$ cat config.mk
export PLATFORM = sky130hd
export DESIGN_NAME = cfp_unit
export DESIGN_NICKNAME = d
export VERILOG_FILES = /design/src/rtl/cfp_pkg.sv /design/src/rtl/cfp_pred_eval.sv /design/src/rtl/cfp_commit_ctl.sv /design/src/rtl/cfp_flag_reg.sv /design/src/rtl/cfp_unit.sv
export SDC_FILE = /design/constraint.sdc
export NUM_CORES = 1
export LEC_CHECK = 0
export ABC_AREA = 1
export BUFFER_PORTS_ARGS = -buffer_cell sky130_fd_sc_hd__buf_2
export CORE_AREA = 2 2 39 41
export DETAILED_ROUTE_END_ITERATION = 10
export DIE_AREA = 0 0 41 43
export SETUP_SLACK_MARGIN = 0.5
export SLEW_MARGIN = 20
export SYNTH_ARGS = -nofsm -noshare
export SYNTH_HDL_FRONTEND = slang
export SYNTH_SLANG_ARGS = --single-unit
$ cat constraint.sdc
create_clock -name clk -period 1.5 [get_ports clk]
set_clock_uncertainty 0.1 [all_clocks]
set_input_delay 0.075 -clock clk [delete_from_list [all_inputs] [get_ports clk]]
set_output_delay 0.075 -clock clk [all_outputs]
set_load 0.05 [all_outputs]
$ cat src/rtl/cfp_pkg.sv
package cfp_pkg;

    localparam int COND_W = 4;
    localparam int FLAG_W = 4;

    // Flag vector layout: [3]=N [2]=Z [1]=C [0]=V
    typedef struct packed {
        logic n;
        logic z;
        logic c;
        logic v;
    } flags_t;

    typedef enum logic [COND_W-1:0] {
        CND_EQ     = 4'h0,
        CND_NE     = 4'h1,
        CND_CS     = 4'h2,
        CND_RSV_LO = 4'h3,
        CND_MI     = 4'h4,
        CND_PL     = 4'h5,
        CND_VS     = 4'h6,
        CND_VC     = 4'h7,
        CND_HI     = 4'h8,
        CND_LS     = 4'h9,
        CND_GE     = 4'hA,
        CND_LT     = 4'hB,
        CND_GT     = 4'hC,
        CND_LE     = 4'hD,
        CND_AL     = 4'hE,
        CND_RSV_HI = 4'hF
    } cond_e;

endpackage

$ cat src/rtl/cfp_pred_eval.sv
module cfp_pred_eval
    import cfp_pkg::*;
(
    input  flags_t flags_i,
    input  cond_e  cond_i,
    output logic   pass_o,
    output logic   unsup_o
);

    logic signed_ge;

    always_comb begin
        signed_ge = (flags_i.n == flags_i.v);
    end

    always_comb begin
        pass_o  = 1'b0;
        unsup_o = 1'b0;
        unique case (cond_i)
            CND_EQ:     pass_o = flags_i.z;
            CND_NE:     pass_o = !flags_i.z;
            CND_CS:     pass_o = flags_i.c;
            CND_MI:     pass_o = flags_i.n;
            CND_PL:     pass_o = !flags_i.n;
            CND_VS:     pass_o = flags_i.v;
            CND_VC:     pass_o = !flags_i.v;
            CND_HI:     pass_o = flags_i.c && !flags_i.z;
            CND_LS:     pass_o = !flags_i.c || flags_i.z;
            CND_GE:     pass_o = signed_ge;
            CND_LT:     pass_o = !signed_ge;
            CND_GT:     pass_o = !flags_i.z && signed_ge;
            CND_LE:     pass_o = flags_i.z || !signed_ge;
            CND_AL:     pass_o = 1'b1;
            CND_RSV_LO: unsup_o = 1'b1;
            CND_RSV_HI: unsup_o = 1'b1;
        endcase
    end

    // an unsupported code never evaluates true
    always_comb begin
        if (unsup_o) begin
            a_unsup_false_r6: assert (!pass_o);
        end
    end

endmodule

$ cat src/rtl/cfp_commit_ctl.sv
module cfp_commit_ctl (
    input  logic clk,
    input  logic rst_n,
    input  logic vld_i,
    input  logic pass_i,
    input  logic unsup_i,
    input  logic setf_i,
    input  logic test_i,
    output logic exec_en_o,
    output logic flag_wr_o,
    output logic bad_o
);

    always_comb begin
        exec_en_o = vld_i && pass_i;
        bad_o     = vld_i && unsup_i;
        flag_wr_o = exec_en_o && (setf_i || test_i);
    end

    p_bubble_quiet_r7: assert property (@(posedge clk) disable iff (!rst_n)
        !vld_i |-> (!exec_en_o && !bad_o && !flag_wr_o));

    p_bad_blocks_exec_r6: assert property (@(posedge clk) disable iff (!rst_n)
        bad_o |-> !exec_en_o);

    p_fail_no_write_r11: assert property (@(posedge clk) disable iff (!rst_n)
        !pass_i |-> !flag_wr_o);

endmodule

$ cat src/rtl/cfp_flag_reg.sv
module cfp_flag_reg
    import cfp_pkg::*;
(
    input  logic   clk,
    input  logic   rst_n,
    input  logic   wr_en_i,
    input  flags_t d_i,
    output flags_t q_o
);

    always_ff @(posedge clk) begin
        if (!rst_n) begin
            q_o <= '0;
        end else if (wr_en_i) begin
            q_o <= d_i;
        end
    end

endmodule

$ cat src/rtl/cfp_unit.sv
module cfp_unit
    import cfp_pkg::*;
(
    input  logic              clk,
    input  logic              rst_n,
    input  logic              vld_i,
    input  logic [COND_W-1:0] cond_i,
    input  logic [FLAG_W-1:0] alu_flags_i,
    input  logic              setf_i,
    input  logic              test_i,
    output logic              exec_en_o,
    output logic              bad_cond_o,
    output logic [FLAG_W-1:0] flags_o
);

    flags_t cur_flags;
    flags_t alu_flags;
    cond_e  cond;
    logic   pass;
    logic   unsup;
    logic   flag_wr;

    always_comb begin
        alu_flags = flags_t'(alu_flags_i);
        cond      = cond_e'(cond_i);
        flags_o   = cur_flags;
    end

    cfp_pred_eval u_eval (
        .flags_i (cur_flags),
        .cond_i  (cond),
        .pass_o  (pass),
        .unsup_o (unsup)
    );

    cfp_commit_ctl u_ctl (
        .clk       (clk),
        .rst_n     (rst_n),
        .vld_i     (vld_i),
        .pass_i    (pass),
        .unsup_i   (unsup),
        .setf_i    (setf_i),
        .test_i    (test_i),
        .exec_en_o (exec_en_o),
        .flag_wr_o (flag_wr),
        .bad_o     (bad_cond_o)
    );

    cfp_flag_reg u_flags (
        .clk     (clk),
        .rst_n   (rst_n),
        .wr_en_i (flag_wr),
        .d_i     (alu_flags),
        .q_o     (cur_flags)
    );

    p_al_exec_r2: assert property (@(posedge clk) disable iff (!rst_n)
        (vld_i && cond_i == 4'hE) |-> exec_en_o);

    p_setf_load_r8: assert property (@(posedge clk) disable iff (!rst_n)
        (exec_en_o && setf_i) |=> (flags_o == $past(alu_flags_i)));

    p_test_load_r9: assert property (@(posedge clk) disable iff (!rst_n)
        (exec_en_o && test_i) |=> (flags_o == $past(alu_flags_i)));

    p_plain_hold_r10: assert property (@(posedge clk) disable iff (!rst_n)
        (exec_en_o && !setf_i && !test_i) |=> $stable(flags_o));

    p_fail_hold_r11: assert property (@(posedge clk) disable iff (!rst_n)
        (vld_i && !exec_en_o) |=> $stable(flags_o));

    p_bubble_hold_r7: assert property (@(posedge clk) disable iff (!rst_n)
        !vld_i |=> $stable(flags_o));

endmodule

# After elaboration in Yosys (flattened, before gate mapping)
# Index checks and enable logic that the tools add are counted.
[classes]
n_eq_ne = 16
n_mux = 2
n_reduce_logical = 15
[ops]
columns = ["op", "count"]
rows = [
  ["equality test 4 bit, second input constant", 8],
  ["equality test 4 x 3 -> 1 bit, second input constant", 4],
  ["case mux 1 bit (14 select lines)", 1],
  ["equality test 4 x 2 -> 1 bit, second input constant", 2],
  ["logical AND 1 bit", 5],
  ["logical NOT 1 bit", 5],
  ["equality test 4 x 1 -> 1 bit, second input constant", 1],
  ["logical NOT 4 bit", 1],
  ["logical OR 1 bit", 3],
  ["OR reduction 2 bit", 1],
  ["equality test 1 bit", 1],
  ["2-to-1 mux 1 bit", 1],
]
[totals]
ff_bits = 4
inputBits = 13
output_inout_bits = 6
word_cells = 37

# Depth between registers and ports, before layout
[logic_depth]
word_depth = 6
mapped_depth = 12
ltp_nobuf = 12

# Cells and area by module
# A second synthesis with hierarchy kept.
[hier_totals]
hier_cells = 81
area_unflattened_um2 = 397.9
[by_module_without_submodules]
columns = ["module", "instances", "cells_each", "area_each_um2", "seq_area_each_um2"]
rows = [
  ["cfp_pred_eval", 1, 50, 209.0, 0.0],
  ["cfp_flag_reg", 1, 25, 166.4, 80.1],
  ["cfp_commit_ctl", 1, 6, 22.5, 0.0],
]

# Worst setup path before layout
# Ideal clock, no wire load.
[synth_path]
path_kind = "register to output"
from = "register u_flags.q_o[3] (netlist name)"
to = "output exec_en_o"
t_arrival_ps = 1935
required_ps = 1325
slack_ps = -610
path_stages_with_launch = 9
path_buffers = 0
cell_sequence = "dfxtp_1 > inv_1 > nand2_1 > nand2_1 > nand2_1 > nand2_1 > nand2_1 > nor2_1 > a21oi_1"
[synth_between]
elab_chain_cells = 5
elab_cells_between_ends = 7
classes_between = "eq/ne (1); mux (1); reduce/logical (5)"
[synth_lines]
columns = ["element", "line_no", "source"]
rows = [
  ["start: declaration", "cfp_flag_reg.sv:8", "output flags_t q_o"],
  ["start signal: assignment", "cfp_flag_reg.sv:15", "q_o <= d_i;"],
  ["equality test 1 bit", "cfp_pred_eval.sv:13", "signed_ge = (flags_i.n == flags_i.v);"],
  ["logical NOT 1 bit", "cfp_pred_eval.sv:30, cfp_pred_eval.sv:32", ""],
  ["logical OR 1 bit", "cfp_pred_eval.sv:32", "CND_LE: pass_o = flags_i.z || !signed_ge;"],
  ["case mux 1 bit (14 select lines) *", "cfp_pred_eval.sv:19", "unique case (cond_i)"],
  ["logical AND 1 bit *", "cfp_commit_ctl.sv:15", "exec_en_o = vld_i && pass_i;"],
  ["end: declaration", "cfp_unit.sv:11", "output logic exec_en_o,"],
]
# Mark *: on every way between the ends. The rest lies on a longest branch, timed or not.

# Worst setup path after layout
# Same ends and word-level chain as after synthesis.

==> flow_summary.toml <==
[outcome]
status = "finished with violations"
violations = "setup timing"

[power_and_ir_drop]
power_frac_comb_pct = 49.3
clkPwrFrac_pct = 26.2
p_total_w = 0.000535
leakage_nw = 0.405
sequentialPowerShare_pct = 24.6
cellPowerDensity_nw_per_um2 = 722
irDropWorstVdd_uv = 432
internal-power_w = 0.000312
switchingPower_w = 0.000223
power_switching_share_pct = 41.7

[global_routing]
grt_pass1_vias = 596
grt.overflow.total = 0
grt_pass1_wl_mm = 2.14
grt_antenna_before_repair = 0
grt_max_degree = 8
track_usage_pct = 17.8

[clock_network]
cts_max_path_buffers = 2
clkLatencyLatePin_ps = 240
path_clk_slew_ps = 40
clock_sinks = 4
cts_tree = "yes"
clock-root-buffer = "clkbuf_4"
cts_inserted_buffers = 3
htree_num_levels = 1

[place]
place_area_um2 = 602
hpwl_um = 931
port_buffers = 18
gp_congestion = 0.775
placed_cells = 121

[logic_synthesis]
synth.area.mux_share_pct = 0
synth_simple_gate_area_share_pct = 58.4
syn_area_um2 = 433
syn_nets = 98
synth_compound_area_share_pct = 6.65
yosysWarnings = 0
syn_inst = 85
synthAdderAreaFrac_pct = 0
synth_xor_area_share_pct = 0
seq_area_frac_synth_pct = 18.5
ys_ff_latch = 4
synth_top_family_by_area = "simple AND/OR/NAND/NOR gates"
avgSynthCellArea_um2 = 5.09
synthDistinctLibCells = 15

[route]
vias_per_cell = 4.71
drtIter0Drc = 15
routed_wl_mm = 1.33
vias = 608
wire_per_inst_um = 10.3
drc = 0
drtAntennaViolNets = 0
first_pass_iters = 4

[timing]
grt_setup_unrepaired = "yes"
period_share_pct = 108
relSlewSlack_pct = 72.7
finalHoldViolCount = 0
setup_ws_ps = -124
worstMarginPinSlew_ps = 406
min_period_ps = 1620
drv_slew = 0
max_freq_ghz = 0.616
setup_viol = 1

[layout]
reg_top3 = "u_flags.q_o (4)"
post_route_cells_drive_above_1_share_pct = 43.4
n_fill_cell = 159
final_nets = 128
n_antenna_cell = 0
seqCellArea_um2 = 95.1
multi_input_area_um2 = 343
fin_area_um2 = 741
regMostFlops = "u_flags.q_o"
area_growth_syn_to_layout_pct = 71.1
largest_reg_flops = 4
stdcell_count = 129

[die]
io-pin-count = 19
dieArea_um2 = 1760
coreArea_um2 = 1380
placementRows = 14
start_util_pct = 31.3
die_y_um = 43
chipWidth_um = 41

[critical_path]
cp_slowest_cell = "dfxtp_4"
cpPeakStageDelay_ps = 370
cp_common_cell = "nand2_1"
critPathArrivalTime_ps = 1450
end_kind = "output port"
worstPathRequired_ps = 1320
setup.worst_path.start_class = "flip-flop"
crit_type = "flip-flop to output port"
path_max_fanout = 4
path_cells = "inv_4, nand2_2, nand2_2, nand2_1, nand2_1, nand2_1, nor2_2, buf_4, a21oi_4, buf_6"

[flow_run]
cap_viol_max_count = 0

[worst_hold_path]
hp-class = "input pin to flip-flop"
==> placed cells by master (no fill, tap or decap) <==
cell	n
a21oi_1	3
a21oi_4	2
buf_2	10
buf_4	10
buf_6	3
buf_8	1
clkbuf_4	3
dfxtp_4	4
dlygate4sd3_1	1
inv_1	16
inv_2	1
inv_4	2
nand2_1	27
nand2_2	5
nand2_4	1
nand3_1	5
nand3_4	1
nand4_1	4
nor2_1	7
nor2_2	4
nor3_1	1
nor4_4	1
or2_2	1
==> final cells by class <==
type | instances | area share [%]
clock buffers | 3 | 3.04
inverters | 19 | 10.3
multi-input cells | 62 | 46.3
flip-flops and latches | 4 | 12.8
well taps | 16 | 2.70
repair buffers | 25 | 24.8
==> critical path: cells and delay by family, from the launching register on <==
family | cells | cell delay, ps
AOI/OAI and AO/OA | 1 | 110
buffers and inverters | 3 | 340
DFF | 1 | 370
and+or+nand+nor | 6 | 400
==> synthesized netlist by cell type <==
cell type	instances	area share (%)
a21oi_1	4	4.6
a21oi_2	1	2.0
dfxtp_1	4	18
inv_1	18	16
inv_2	1	0.87
nand2_1	32	28
nand2_2	1	1.4
nand3_1	5	5.8
nand3_2	1	2.3
nand4_1	4	5.8
nor2_1	8	6.9
nor2_2	3	4.3
nor3_1	1	1.2
nor4_1	1	1.4
or2_2	1	1.4
==> what timing repair did <==
item | CTS | global route
hold endpoints to repair | 4 | 0
buffers inserted | 3 | 1
hold buffers | 1 | 0
pin swaps | 13 | 5
resized for setup | 19 | 4
endpoints found under the setup margin | 10 | 7
==> power by group through the flow <==
stage	registers (W)	logic [W]	clock network [W]
after floorplan	0.000163	0.000113	0
after global placement	0.000131	0.000206	0
after detailed placement	0.000132	0.000205	0
after CTS	0.000130	0.000252	0.000148
after global routing	0.000133	0.000284	0.000146
final	0.000131	0.000263	0.000140
==> worst paths after layout <==
path              slack (ps)                          end  depth (start not counted)                   startpoint
hold reg to reg          490  u_flags.q_o[2]$_SDFFE_PN0P_                          4  u_flags.q_o[2]$_SDFFE_PN0P_
hold / removal            60  u_flags.q_o[1]$_SDFFE_PN0P_                          5               alu_flags_i[1]
setup / recovery        -120                    exec_en_o                         10  u_flags.q_o[3]$_SDFFE_PN0P_
setup reg to reg           0  u_flags.q_o[2]$_SDFFE_PN0P_                         13  u_flags.q_o[0]$_SDFFE_PN0P_
==> metal layers <==
metal | track usage [%] | up-vias | part of all wire (%)
met3 | 2.09 | 6 | 5.5
met1 | 18.6 | 259 | 39
li1 | - | 316 | -
met4 | 10.7 | 0 | 2.6
met2 | 30.9 | 27 | 52
met5 | 0 | - | 0
==> cell families (layout without fill, tap and decap cells) <==
family,Yosys count,count (layout)
flip-flops,4,4
AO/OA/AOI/OAI,5,5
AND/OR/NAND/NOR,57,57
buffers and inverters,19,47
==> through the flow <==
step           TNS [ps]  util [%]  setup slack (ps)  hold WS, ps
2_1_floorplan         0         -              23.3         86.6
5_1_grt            -471      53.5              -189          114
4_1_cts           -80.2      52.2             -80.2         65.5
6_report           -124      53.5              -124         63.3
3_5_place_dp          0      43.5              49.2          230
3_3_place_gp          0      43.5              32.9          227
Power figures use the tool's default switching activity.
